**config.mk**
```make
export PLATFORM = sky130hd
export DESIGN_NAME = sram_async_ctrl
export DESIGN_NICKNAME = d
export VERILOG_FILES = /design/src/rtl/sram_ctrl_pkg.sv /design/src/rtl/sram_phase_timer.sv /design/src/rtl/sram_rd_capture.sv /design/src/rtl/sram_seq_fsm.sv /design/src/rtl/sram_async_ctrl.sv
export SDC_FILE = /design/constraint.sdc
export NUM_CORES = 1
export LEC_CHECK = 0
export BUFFER_PORTS_ARGS = -buffer_cell sky130_fd_sc_hd__buf_4
export CORE_MARGIN = 10
export CORE_UTILIZATION = 47
export CTS_CLUSTER_SIZE = 25
export DETAILED_ROUTE_END_ITERATION = 8
export PLACE_DENSITY = 0.9
export SLEW_MARGIN = 40
export SYNTH_ARGS = -nofsm -noshare
export SYNTH_HDL_FRONTEND = slang
export SYNTH_HIERARCHICAL = 1
export SYNTH_SLANG_ARGS = --single-unit
```
**constraint.sdc**
```tcl
create_clock -name clk -period 2.49 [get_ports clk]
set_clock_uncertainty 0.05 [all_clocks]
set_input_delay 0.3735 -clock clk [delete_from_list [all_inputs] [get_ports clk]]
set_output_delay 0.3735 -clock clk [all_outputs]
set_load 0.02 [all_outputs]
```
**src/rtl/sram_ctrl_pkg.sv**
```systemverilog
package sram_ctrl_pkg;

  typedef enum logic [2:0] {
    ST_IDLE   = 3'd0,
    ST_RD_ACC = 3'd1,
    ST_RD_FLT = 3'd2,
    ST_WR_PLS = 3'd3,
    ST_WR_REC = 3'd4
  } seq_state_t;

  // Nanoseconds to clocks, rounded up, at least one clock.
  function automatic int ns_to_cyc(input int ns, input int period_ns);
    int c;
    c = (ns + period_ns - 1) / period_ns;
    return (c < 1) ? 1 : c;
  endfunction

  function automatic int imax(input int a, input int b);
    return (a > b) ? a : b;
  endfunction

endpackage

```
**src/rtl/sram_phase_timer.sv**
```systemverilog
module sram_phase_timer #(
  parameter int CNT_W = 4
) (
  input  logic             clk,
  input  logic             rst,
  input  logic             load,
  input  logic [CNT_W-1:0] load_val,
  output logic             done
);
  logic [CNT_W-1:0] cnt;

  always_ff @(posedge clk) begin
    if (rst)                cnt <= '0;
    else if (load)          cnt <= load_val;
    else if (cnt != '0)     cnt <= cnt - 1'b1;
  end

  assign done = (cnt == '0);
endmodule

```
**src/rtl/sram_rd_capture.sv**
```systemverilog
module sram_rd_capture #(
  parameter int DATA_W = 8
) (
  input  logic              clk,
  input  logic              rst,
  input  logic              capture,
  input  logic [DATA_W-1:0] dq_in,
  output logic              rd_valid,
  output logic [DATA_W-1:0] rd_data
);
  always_ff @(posedge clk) begin
    if (rst) begin
      rd_valid <= 1'b0;
      rd_data  <= '0;
    end else begin
      rd_valid <= capture;
      if (capture) rd_data <= dq_in;
    end
  end
endmodule

```
**src/rtl/sram_seq_fsm.sv**
```systemverilog
module sram_seq_fsm
  import sram_ctrl_pkg::*;
#(
  parameter int ADDR_W  = 15,
  parameter int DATA_W  = 8,
  parameter int CNT_W   = 4,
  parameter int RD_CYC  = 14,
  parameter int PW_CYC  = 12,
  parameter int REC_CYC = 2,
  parameter int HZ_CYC  = 5
) (
  input  logic              clk,
  input  logic              rst,
  input  logic              req_valid,
  input  logic              req_write,
  input  logic [ADDR_W-1:0] req_addr,
  input  logic [DATA_W-1:0] req_wdata,
  output logic              req_ready,
  input  logic              tmr_done,
  output logic              tmr_load,
  output logic [CNT_W-1:0]  tmr_val,
  output logic              cap_en,
  output logic [ADDR_W-1:0] sram_addr,
  output logic              sram_ce_n,
  output logic              sram_oe_n,
  output logic              sram_we_n,
  output logic [DATA_W-1:0] sram_dq_out,
  output logic              sram_dq_oe
);
  localparam logic [CNT_W-1:0] RD_LD  = CNT_W'(RD_CYC - 1);
  localparam logic [CNT_W-1:0] PW_LD  = CNT_W'(PW_CYC - 1);
  localparam logic [CNT_W-1:0] REC_LD = CNT_W'(REC_CYC - 1);
  localparam logic [CNT_W-1:0] HZ_LD  = CNT_W'(HZ_CYC - 1);

  seq_state_t state, nxt;
  logic       accept;

  assign req_ready = (state == ST_IDLE);
  assign accept    = req_ready && req_valid;

  always_comb begin
    nxt      = state;
    tmr_load = 1'b0;
    tmr_val  = '0;
    cap_en   = 1'b0;
    unique case (state)
      ST_IDLE: if (req_valid) begin
        nxt      = req_write ? ST_WR_PLS : ST_RD_ACC;
        tmr_load = 1'b1;
        tmr_val  = req_write ? PW_LD : RD_LD;
      end
      ST_RD_ACC: if (tmr_done) begin
        nxt      = ST_RD_FLT;
        tmr_load = 1'b1;
        tmr_val  = HZ_LD;
        cap_en   = 1'b1;
      end
      ST_RD_FLT: if (tmr_done) nxt = ST_IDLE;
      ST_WR_PLS: if (tmr_done) begin
        nxt      = ST_WR_REC;
        tmr_load = 1'b1;
        tmr_val  = REC_LD;
      end
      ST_WR_REC: if (tmr_done) nxt = ST_IDLE;
      default:   nxt = ST_IDLE;
    endcase
  end

  // Strobes are registered from the next state so the pins are glitch free.
  always_ff @(posedge clk) begin
    if (rst) begin
      state       <= ST_IDLE;
      sram_ce_n   <= 1'b1;
      sram_oe_n   <= 1'b1;
      sram_we_n   <= 1'b1;
      sram_dq_oe  <= 1'b0;
      sram_addr   <= '0;
      sram_dq_out <= '0;
    end else begin
      state      <= nxt;
      sram_ce_n  <= !((nxt == ST_RD_ACC) || (nxt == ST_WR_PLS));
      sram_oe_n  <= (nxt != ST_RD_ACC);
      sram_we_n  <= (nxt != ST_WR_PLS);
      sram_dq_oe <= (nxt == ST_WR_PLS);
      if (accept) begin
        sram_addr   <= req_addr;
        sram_dq_out <= req_wdata;
      end
    end
  end
endmodule

```
**src/rtl/sram_async_ctrl.sv**
```systemverilog
module sram_async_ctrl
  import sram_ctrl_pkg::*;
#(
  parameter int ADDR_W    = 15,
  parameter int DATA_W    = 8,
  parameter int CLK_NS    = 5,
  parameter int T_RC_NS   = 70,
  parameter int T_AA_NS   = 70,
  parameter int T_DOE_NS  = 35,
  parameter int T_PWE_NS  = 50,
  parameter int T_AW_NS   = 60,
  parameter int T_SD_NS   = 30,
  parameter int T_WC_NS   = 70,
  parameter int T_HZ_NS   = 25
) (
  input  logic              clk,
  input  logic              rst,
  input  logic              req_valid,
  output logic              req_ready,
  input  logic              req_write,
  input  logic [ADDR_W-1:0] req_addr,
  input  logic [DATA_W-1:0] req_wdata,
  output logic              rd_valid,
  output logic [DATA_W-1:0] rd_data,
  output logic [ADDR_W-1:0] sram_addr,
  output logic              sram_ce_n,
  output logic              sram_oe_n,
  output logic              sram_we_n,
  output logic [DATA_W-1:0] sram_dq_out,
  output logic              sram_dq_oe,
  input  logic [DATA_W-1:0] sram_dq_in
);
  localparam int RD_CYC  = imax(imax(ns_to_cyc(T_RC_NS, CLK_NS), ns_to_cyc(T_AA_NS, CLK_NS)),
                                ns_to_cyc(T_DOE_NS, CLK_NS));
  localparam int PW_CYC  = imax(imax(ns_to_cyc(T_PWE_NS, CLK_NS), ns_to_cyc(T_AW_NS, CLK_NS)),
                                ns_to_cyc(T_SD_NS, CLK_NS));
  localparam int REC_CYC = imax(1, ns_to_cyc(T_WC_NS, CLK_NS) - PW_CYC);
  localparam int HZ_CYC  = ns_to_cyc(T_HZ_NS, CLK_NS);
  localparam int MAX_CYC = imax(imax(RD_CYC, PW_CYC), imax(REC_CYC, HZ_CYC));
  localparam int CNT_W   = $clog2(MAX_CYC + 1);

  logic             tmr_load, tmr_done, cap_en;
  logic [CNT_W-1:0] tmr_val;

  sram_phase_timer #(.CNT_W(CNT_W)) u_timer (
    .clk(clk), .rst(rst), .load(tmr_load), .load_val(tmr_val), .done(tmr_done)
  );

  sram_seq_fsm #(
    .ADDR_W(ADDR_W), .DATA_W(DATA_W), .CNT_W(CNT_W),
    .RD_CYC(RD_CYC), .PW_CYC(PW_CYC), .REC_CYC(REC_CYC), .HZ_CYC(HZ_CYC)
  ) u_fsm (
    .clk(clk), .rst(rst),
    .req_valid(req_valid), .req_write(req_write), .req_addr(req_addr),
    .req_wdata(req_wdata), .req_ready(req_ready),
    .tmr_done(tmr_done), .tmr_load(tmr_load), .tmr_val(tmr_val), .cap_en(cap_en),
    .sram_addr(sram_addr), .sram_ce_n(sram_ce_n), .sram_oe_n(sram_oe_n),
    .sram_we_n(sram_we_n), .sram_dq_out(sram_dq_out), .sram_dq_oe(sram_dq_oe)
  );

  sram_rd_capture #(.DATA_W(DATA_W)) u_cap (
    .clk(clk), .rst(rst), .capture(cap_en), .dq_in(sram_dq_in),
    .rd_valid(rd_valid), .rd_data(rd_data)
  );
endmodule

```
==> results.sh, run 1 <==
export IMPL_status="complete, no violations"
export IMPL_avgSynthCellArea_sq_um=9.61
export IMPL_period_needed_ns=1.98
export IMPL_cts_htree_levels=2
export IMPL_max_freq_ghz=0.504
export IMPL_core_area_sq_um=3690
export IMPL_seq_area_frac_synth_pct=47.6
export IMPL_cts_made_buffers=5
export IMPL_power_mw=2.16
export IMPL_num_vias=1470
export IMPL_startpoint_type="register"
export IMPL_period_share_pct=79.7
export IMPL_worstPathArrival_ns=2.09
export IMPL_max_stage_delay_ns=0.40
export IMPL_path_max_fanout=9
export IMPL_place_gp_congestion=0.808
export IMPL_die_h_microns=82
export IMPL_dp_cells=295
export IMPL_grt_pass1_wl_microns=6760
export IMPL_die_x_microns=82
export IMPL_crit_family="simple AND/OR/NAND/NOR gates"
export IMPL_avgRoutedWirePerCell_microns=13.9
export IMPL_synth_seq_cells=43
export IMPL_insertion_delay_ns=0.28
export IMPL_io_pins=72
export IMPL_finalNetCount=290
export IMPL_area_growth_pct=31.2
export IMPL_synth_area_sq_um=1810
export IMPL_drtIter0Drc=57
export IMPL_setup_worst_path_end_class="register"
export IMPL_antenna_cells=0
export IMPL_path_clk_slew_ns=0.07
export IMPL_timing_worst_setup_path_type="reg2reg"
export IMPL_finalHoldWorstSlack_ns=0.276
export IMPL_synth_flop_cell="dfxtp_1"
export IMPL_async_flop_share_pct=0
export IMPL_ir_drop_uv=478
export IMPL_root_buffer="clkbuf_8"
export IMPL_rows=22
export IMPL_stdcell_count=301
export IMPL_grt_max_degree=41
export IMPL_clk_path_buf_depth=2
export IMPL_antenna_found_initial=0
export IMPL_grt_pass1_vias=1480
export IMPL_setup_viol=0
export IMPL_cts_tree="yes"
export IMPL_ctsResizeCount=0
export IMPL_hold_viol=0
export IMPL_io_buffers=71
export IMPL_routed_wl_microns=4180
export IMPL_synth_edf_count=0
export IMPL_path_cells="inv_1, ha_1, nor3b_4, nand2_1, nor3_1, buf_4, mux2i_1, nor2_1"
export IMPL_syn_inst=188
export IMPL_hp_class="in2reg"
export IMPL_yosys_cell_types_count=37
export IMPL_cts_sinks=43
export IMPL_antenna_left=0
export IMPL_p_per_area_nw_per_um2=912
export IMPL_cellLeakagePower_nw=0.983
export IMPL_slew_viol_final=0
export IMPL_max_cap_viol_count=0
export IMPL_slew_headroom_pct=65.7
export IMPL_postCtsHoldBufs=0
export IMPL_worst_pin_slew_ns=0.515
export IMPL_drive_gt1_share_pct=49.4
export IMPL_cts_setup_buffers=0
export IMPL_dr_pass1_iters=4
export IMPL_vias_per_cell=4.88
export IMPL_start_util_pct=49.0
export IMPL_critPathBufInv=2
export IMPL_syn_nets=224
export IMPL_place_hpwl_microns=3110
export IMPL_tns_ns=0
export IMPL_gr_usage_all_layers_pct=12.6
export IMPL_drc=0
export IMPL_ys_warn_count=6
export IMPL_dieArea_sq_um=6720
export IMPL_overflow=0
export IMPL_final_core_util_pct=64.2
export IMPL_crit_required_ns=2.59
export IMPL_grt_setup_unrepaired="no"
export IMPL_cp_slowest_cell="nor3b_4"
cell usage after synthesis (3+ instances only):
cell      count  share of area, %
buf_6         3               1.9
nand2_2      18               6.2
nand2_1      34               7.1
mux2i_1       8               4.4
nor2b_1       3               1.0
clkbuf_1      3              0.62
buf_2         4               1.1
nor3_1        5               1.4
a21oi_1       9               2.5
dfxtp_1      43                48
nor2_1       10               2.1
a21oi_2      18               8.7
cells in the final DEF, fill, tap and decap left out, drive strengths merged:
cell type,count
and3b,1
or2,3
dfxtp,43
ha,1
or4b,1
a221o,1
a21oi,27
nor3,6
inv,4
nor2b,3
clkbuf,6
nor3b,1
xnor2,2
or3b,2
mux2,1
nand3b,1
nand2b,1
nor2,10
nand3,1
buf,72
o22ai,2
nand2,52
a211oi,2
and2,1
mux2i,8
o32ai,1
cells by family (layout without fill, tap and decap cells):
group                    Yosys count  in the layout  synth area share [%]
AND/OR/NAND/NOR                   83             83                  24.2
flip-flops                        43             43                  47.6
AO/OA/AOI/OAI                     33             33                  14.1
buffers and inverters             17             82                  7.34
multiplexers                       9              9                  5.06
XOR/XNOR                           2              2                 0.970
adder cells (fa/ha/maj)            1              1                 0.692
path summary, 6_finish.rpt:
check        slack (ns)  cells past startpoint              endpoint                 start
max                0.51                      8      u_cap/rd_data[1]        u_timer/cnt[0]
min reg2reg        0.41                      2  u_fsm/sram_dq_out[3]  u_fsm/sram_dq_out[3]
min                0.28                      3    u_fsm/sram_addr[7]           req_addr[7]
max reg2reg        0.51                      8      u_cap/rd_data[1]        u_timer/cnt[0]
flip-flops by register name, summed over array words and instances, names as in the netlist:
signal             count
u_fsm/sram_addr       15
u_cap/rd_data          8
u_fsm/sram_dq_out      8
u_timer/cnt            4
u_fsm/state            3
u_cap/rd_valid         1
u_fsm/sram_ce_n        1
u_fsm/sram_dq_oe       1
u_fsm/sram_oe_n        1
u_fsm/sram_we_n        1
area by class of cell:
cell class | instances | area (sq um)
clock buffers | 6 | 72.6
repair buffers | 72 | 541
inverters | 4 | 22.5
multi-input cells | 128 | 813
flip-flops and latches | 43 | 861
well taps | 48 | 60.1
fillers | 340 | 1320
metrics by stage:
stage          cell area (sq um)  worst slack [ns]
2_1_floorplan               1810             0.756
3_3_place_gp                2300             0.604
5_1_grt                     2370             0.341
3_5_place_dp                2300             0.527
6_report                    2370             0.506
4_1_cts                     2370             0.512
tightest hold or removal path, delay by kind of cell:
family          cells  cell delay, ns
compound gates      1            0.04
buf+inv             1            0.11
simple gates        1            0.05
per-layer routing:
metal	routed length, microns	share of wire [%]	GRT usage (%)	vias up
met1	1840	44	14.4	666
met2	1880	45	20.3	52
met5	0	0	0	-
li1	-	-	-	747
met4	62	1.5	5.61	0
met3	402	9.6	5.02	5
report_power, final:
group	switching, mW	total, mW	internal, mW
Combinational	0.481	0.874	0.393
Clock	0.200	0.387	0.187
Sequential	0.0911	0.901	0.810
(Power assumes the default switching activity.)
==> run 2: changes to the inputs <==
==> constraint.sdc (replaced) <==
create_clock -name clk -period 2.1 [get_ports clk]
set_clock_uncertainty 0.05 [all_clocks]
set_input_delay 0.315 -clock clk [delete_from_list [all_inputs] [get_ports clk]]
set_output_delay 0.315 -clock clk [all_outputs]
set_load 0.02 [all_outputs]
==> run 2 against run 1 <==
Against the previous run:
- fmax increased by 4.9%
- utilization increased by 1.1 points
- power rose by 24%
- critical endpoint is now u_fsm/sram_we_n
- highest routed layer unchanged
==> results.sh, run 2 (synthesis gave the netlist of run 1 again) <==
export IMPL_status="complete, no violations"
export IMPL_cts_htree_levels=2
export IMPL_max_cap_viol_count=0
export IMPL_power_mw=2.67
export IMPL_cts_setup_buffers=0
export IMPL_insertion_delay_ns=0.29
export IMPL_pre_cts_slack_ns=0.111
export IMPL_grt_pass1_vias=1528
export IMPL_crit_required_ns=2.23
export IMPL_gr_usage_all_layers_pct=12.5
export IMPL_r2r_end="u_fsm/sram_we_n"
export IMPL_die_x_microns=82
export IMPL_io_buffers=71
export IMPL_final_common_cell="buf_4"
export IMPL_timing_worst_setup_path_type="reg2reg"
export IMPL_cts_tree="yes"
export IMPL_place_gp_congestion=0.812
export IMPL_ir_drop_uv=648
export IMPL_drc=0
export IMPL_dr_pass1_iters=5
export IMPL_fin_area_sq_um=2410
export IMPL_r2r_cells=8
export IMPL_avgRoutedWirePerCell_microns=14.0
export IMPL_io_pins=72
export IMPL_reg2reg_from="u_timer/cnt[0]"
export IMPL_cts_sinks=43
export IMPL_postCtsHoldBufs=0
export IMPL_p_per_area_nw_per_um2=1110
export IMPL_hold_viol=0
export IMPL_ctsResizeCount=0
export IMPL_antenna_found_initial=0
export IMPL_finalNetCount=293
export IMPL_period_share_pct=90.1
export IMPL_drive_gt1_share_pct=50.8
export IMPL_cts_made_buffers=5
export IMPL_dp_cells=296
export IMPL_worst_pin_slew_ns=0.508
export IMPL_dieArea_sq_um=6720
export IMPL_start_util_pct=49.0
export IMPL_finalHoldWorstSlack_ns=0.202
export IMPL_grt_max_degree=41
export IMPL_period_needed_ns=1.89
export IMPL_largest_registers="u_fsm/sram_addr: 15 flops, u_cap/rd_data: 8 flops, u_fsm/sram_dq_out: 8 flops"
export IMPL_tns_ns=0
export IMPL_antenna_left=0
export IMPL_path_clk_slew_ns=0.08
export IMPL_core_area_sq_um=3690
export IMPL_largest_register="u_fsm/sram_addr"
export IMPL_crit_path_end="u_fsm/sram_we_n"
export IMPL_grt_setup_unrepaired="no"
export IMPL_clk_path_buf_depth=2
export IMPL_cellLeakagePower_nw=1.00
export IMPL_worstPathArrival_ns=2.03
export IMPL_switching_share_pct=36.5
export IMPL_antenna_cells=0
export IMPL_setup_viol=0
export IMPL_comb_power_share_pct=41.2
export IMPL_setup_ws_ns=0.208
export IMPL_drtIter0Drc=73
export IMPL_largest_register_ffs=15
export IMPL_path_max_fanout=4
export IMPL_place_hpwl_microns=3130
export IMPL_startpoint="u_timer/cnt[0]"
export IMPL_overflow=0
export IMPL_power_frac_clock_pct=18.9
export IMPL_p_int_mw=1.70
export IMPL_switchingPower_mw=0.975
export IMPL_placed_area_sq_um=2300
export IMPL_fill_cells=334
export IMPL_routed_wl_microns=4300
export IMPL_die_h_microns=82
export IMPL_num_vias=1496
export IMPL_slew_viol_final=0
export IMPL_startpoint_type="register"
export IMPL_setup_worst_path_end_class="register"
export IMPL_hp_class="in2reg"
export IMPL_reg2reg_setup_slack_ns=0.21
export IMPL_vias_per_cell=4.89
export IMPL_grt_pass1_wl_microns=6620
export IMPL_final_cell_mix="buf_4 (75), dfxtp_1 (43), nand2_1 (34), nand2_2 (18), a21oi_2 (18)"
export IMPL_area_growth_pct=33.3
export IMPL_rows=22
export IMPL_slew_headroom_pct=66.1
export IMPL_root_buffer="clkbuf_8"
export IMPL_pwr_share_seq_pct=39.9
export IMPL_max_freq_ghz=0.528
export IMPL_stdcell_count=306
export IMPL_final_core_util_pct=65.3
## run 2: routing by layer
metal	GRT usage (%)	wire, microns
met2	20.4	1980
met5	0	0
met4	5.10	64
met1	13.1	1730
met3	6.99	521
## run 2: cell type report
class | count | area, sq um | area share (%)
inverters | 4 | 22.5 | 0.935
clock buffers | 5 | 68.8 | 2.86
well taps | 48 | 60.1 | 2.49
clock inverters | 3 | 20.0 | 0.831
flip-flops and latches | 43 | 861 | 35.7
multi-input cells | 128 | 813 | 33.8
repair buffers | 75 | 563 | 23.4
## run 2: how the worst min path moves through the flow
stage / from / endpoint / cells after the start / slack [ns]
3_3_place_gp: u_fsm/sram_dq_out[2] / u_fsm/sram_dq_out[2] / 2 / 0.39
4_1_cts: sram_dq_in[6] / u_cap/rd_data[6] / 3 / 0.20
3_5_place_dp: u_fsm/sram_dq_out[3] / u_fsm/sram_dq_out[3] / 2 / 0.40
2_1_floorplan: rst / u_timer/cnt[2] / 1 / 0.34
6_report: sram_dq_in[0] / u_cap/rd_data[0] / 3 / 0.20
5_1_grt: req_addr[2] / u_fsm/sram_addr[2] / 3 / 0.20
## run 2: critical path, stage by stage, from the launching register on
cell and delay [ns]:
dfxtp_1 0.35, inv_1 0.08, ha_1 0.24, nor3b_4 0.17, buf_4 0.15, nand2b_1 0.14
a211oi_2 0.32, inv_2 0.07, or2_1 0.22
## run 2: power groups by stage
stage	clock, mW	combinational, mW	sequential, mW
after floorplan	0	0.687	1.18
after global placement	0	1.03	1.08
after detailed placement	0	1.06	1.08
after CTS	0.523	1.07	1.07
after global routing	0.559	1.19	1.09
final	0.505	1.10	1.07
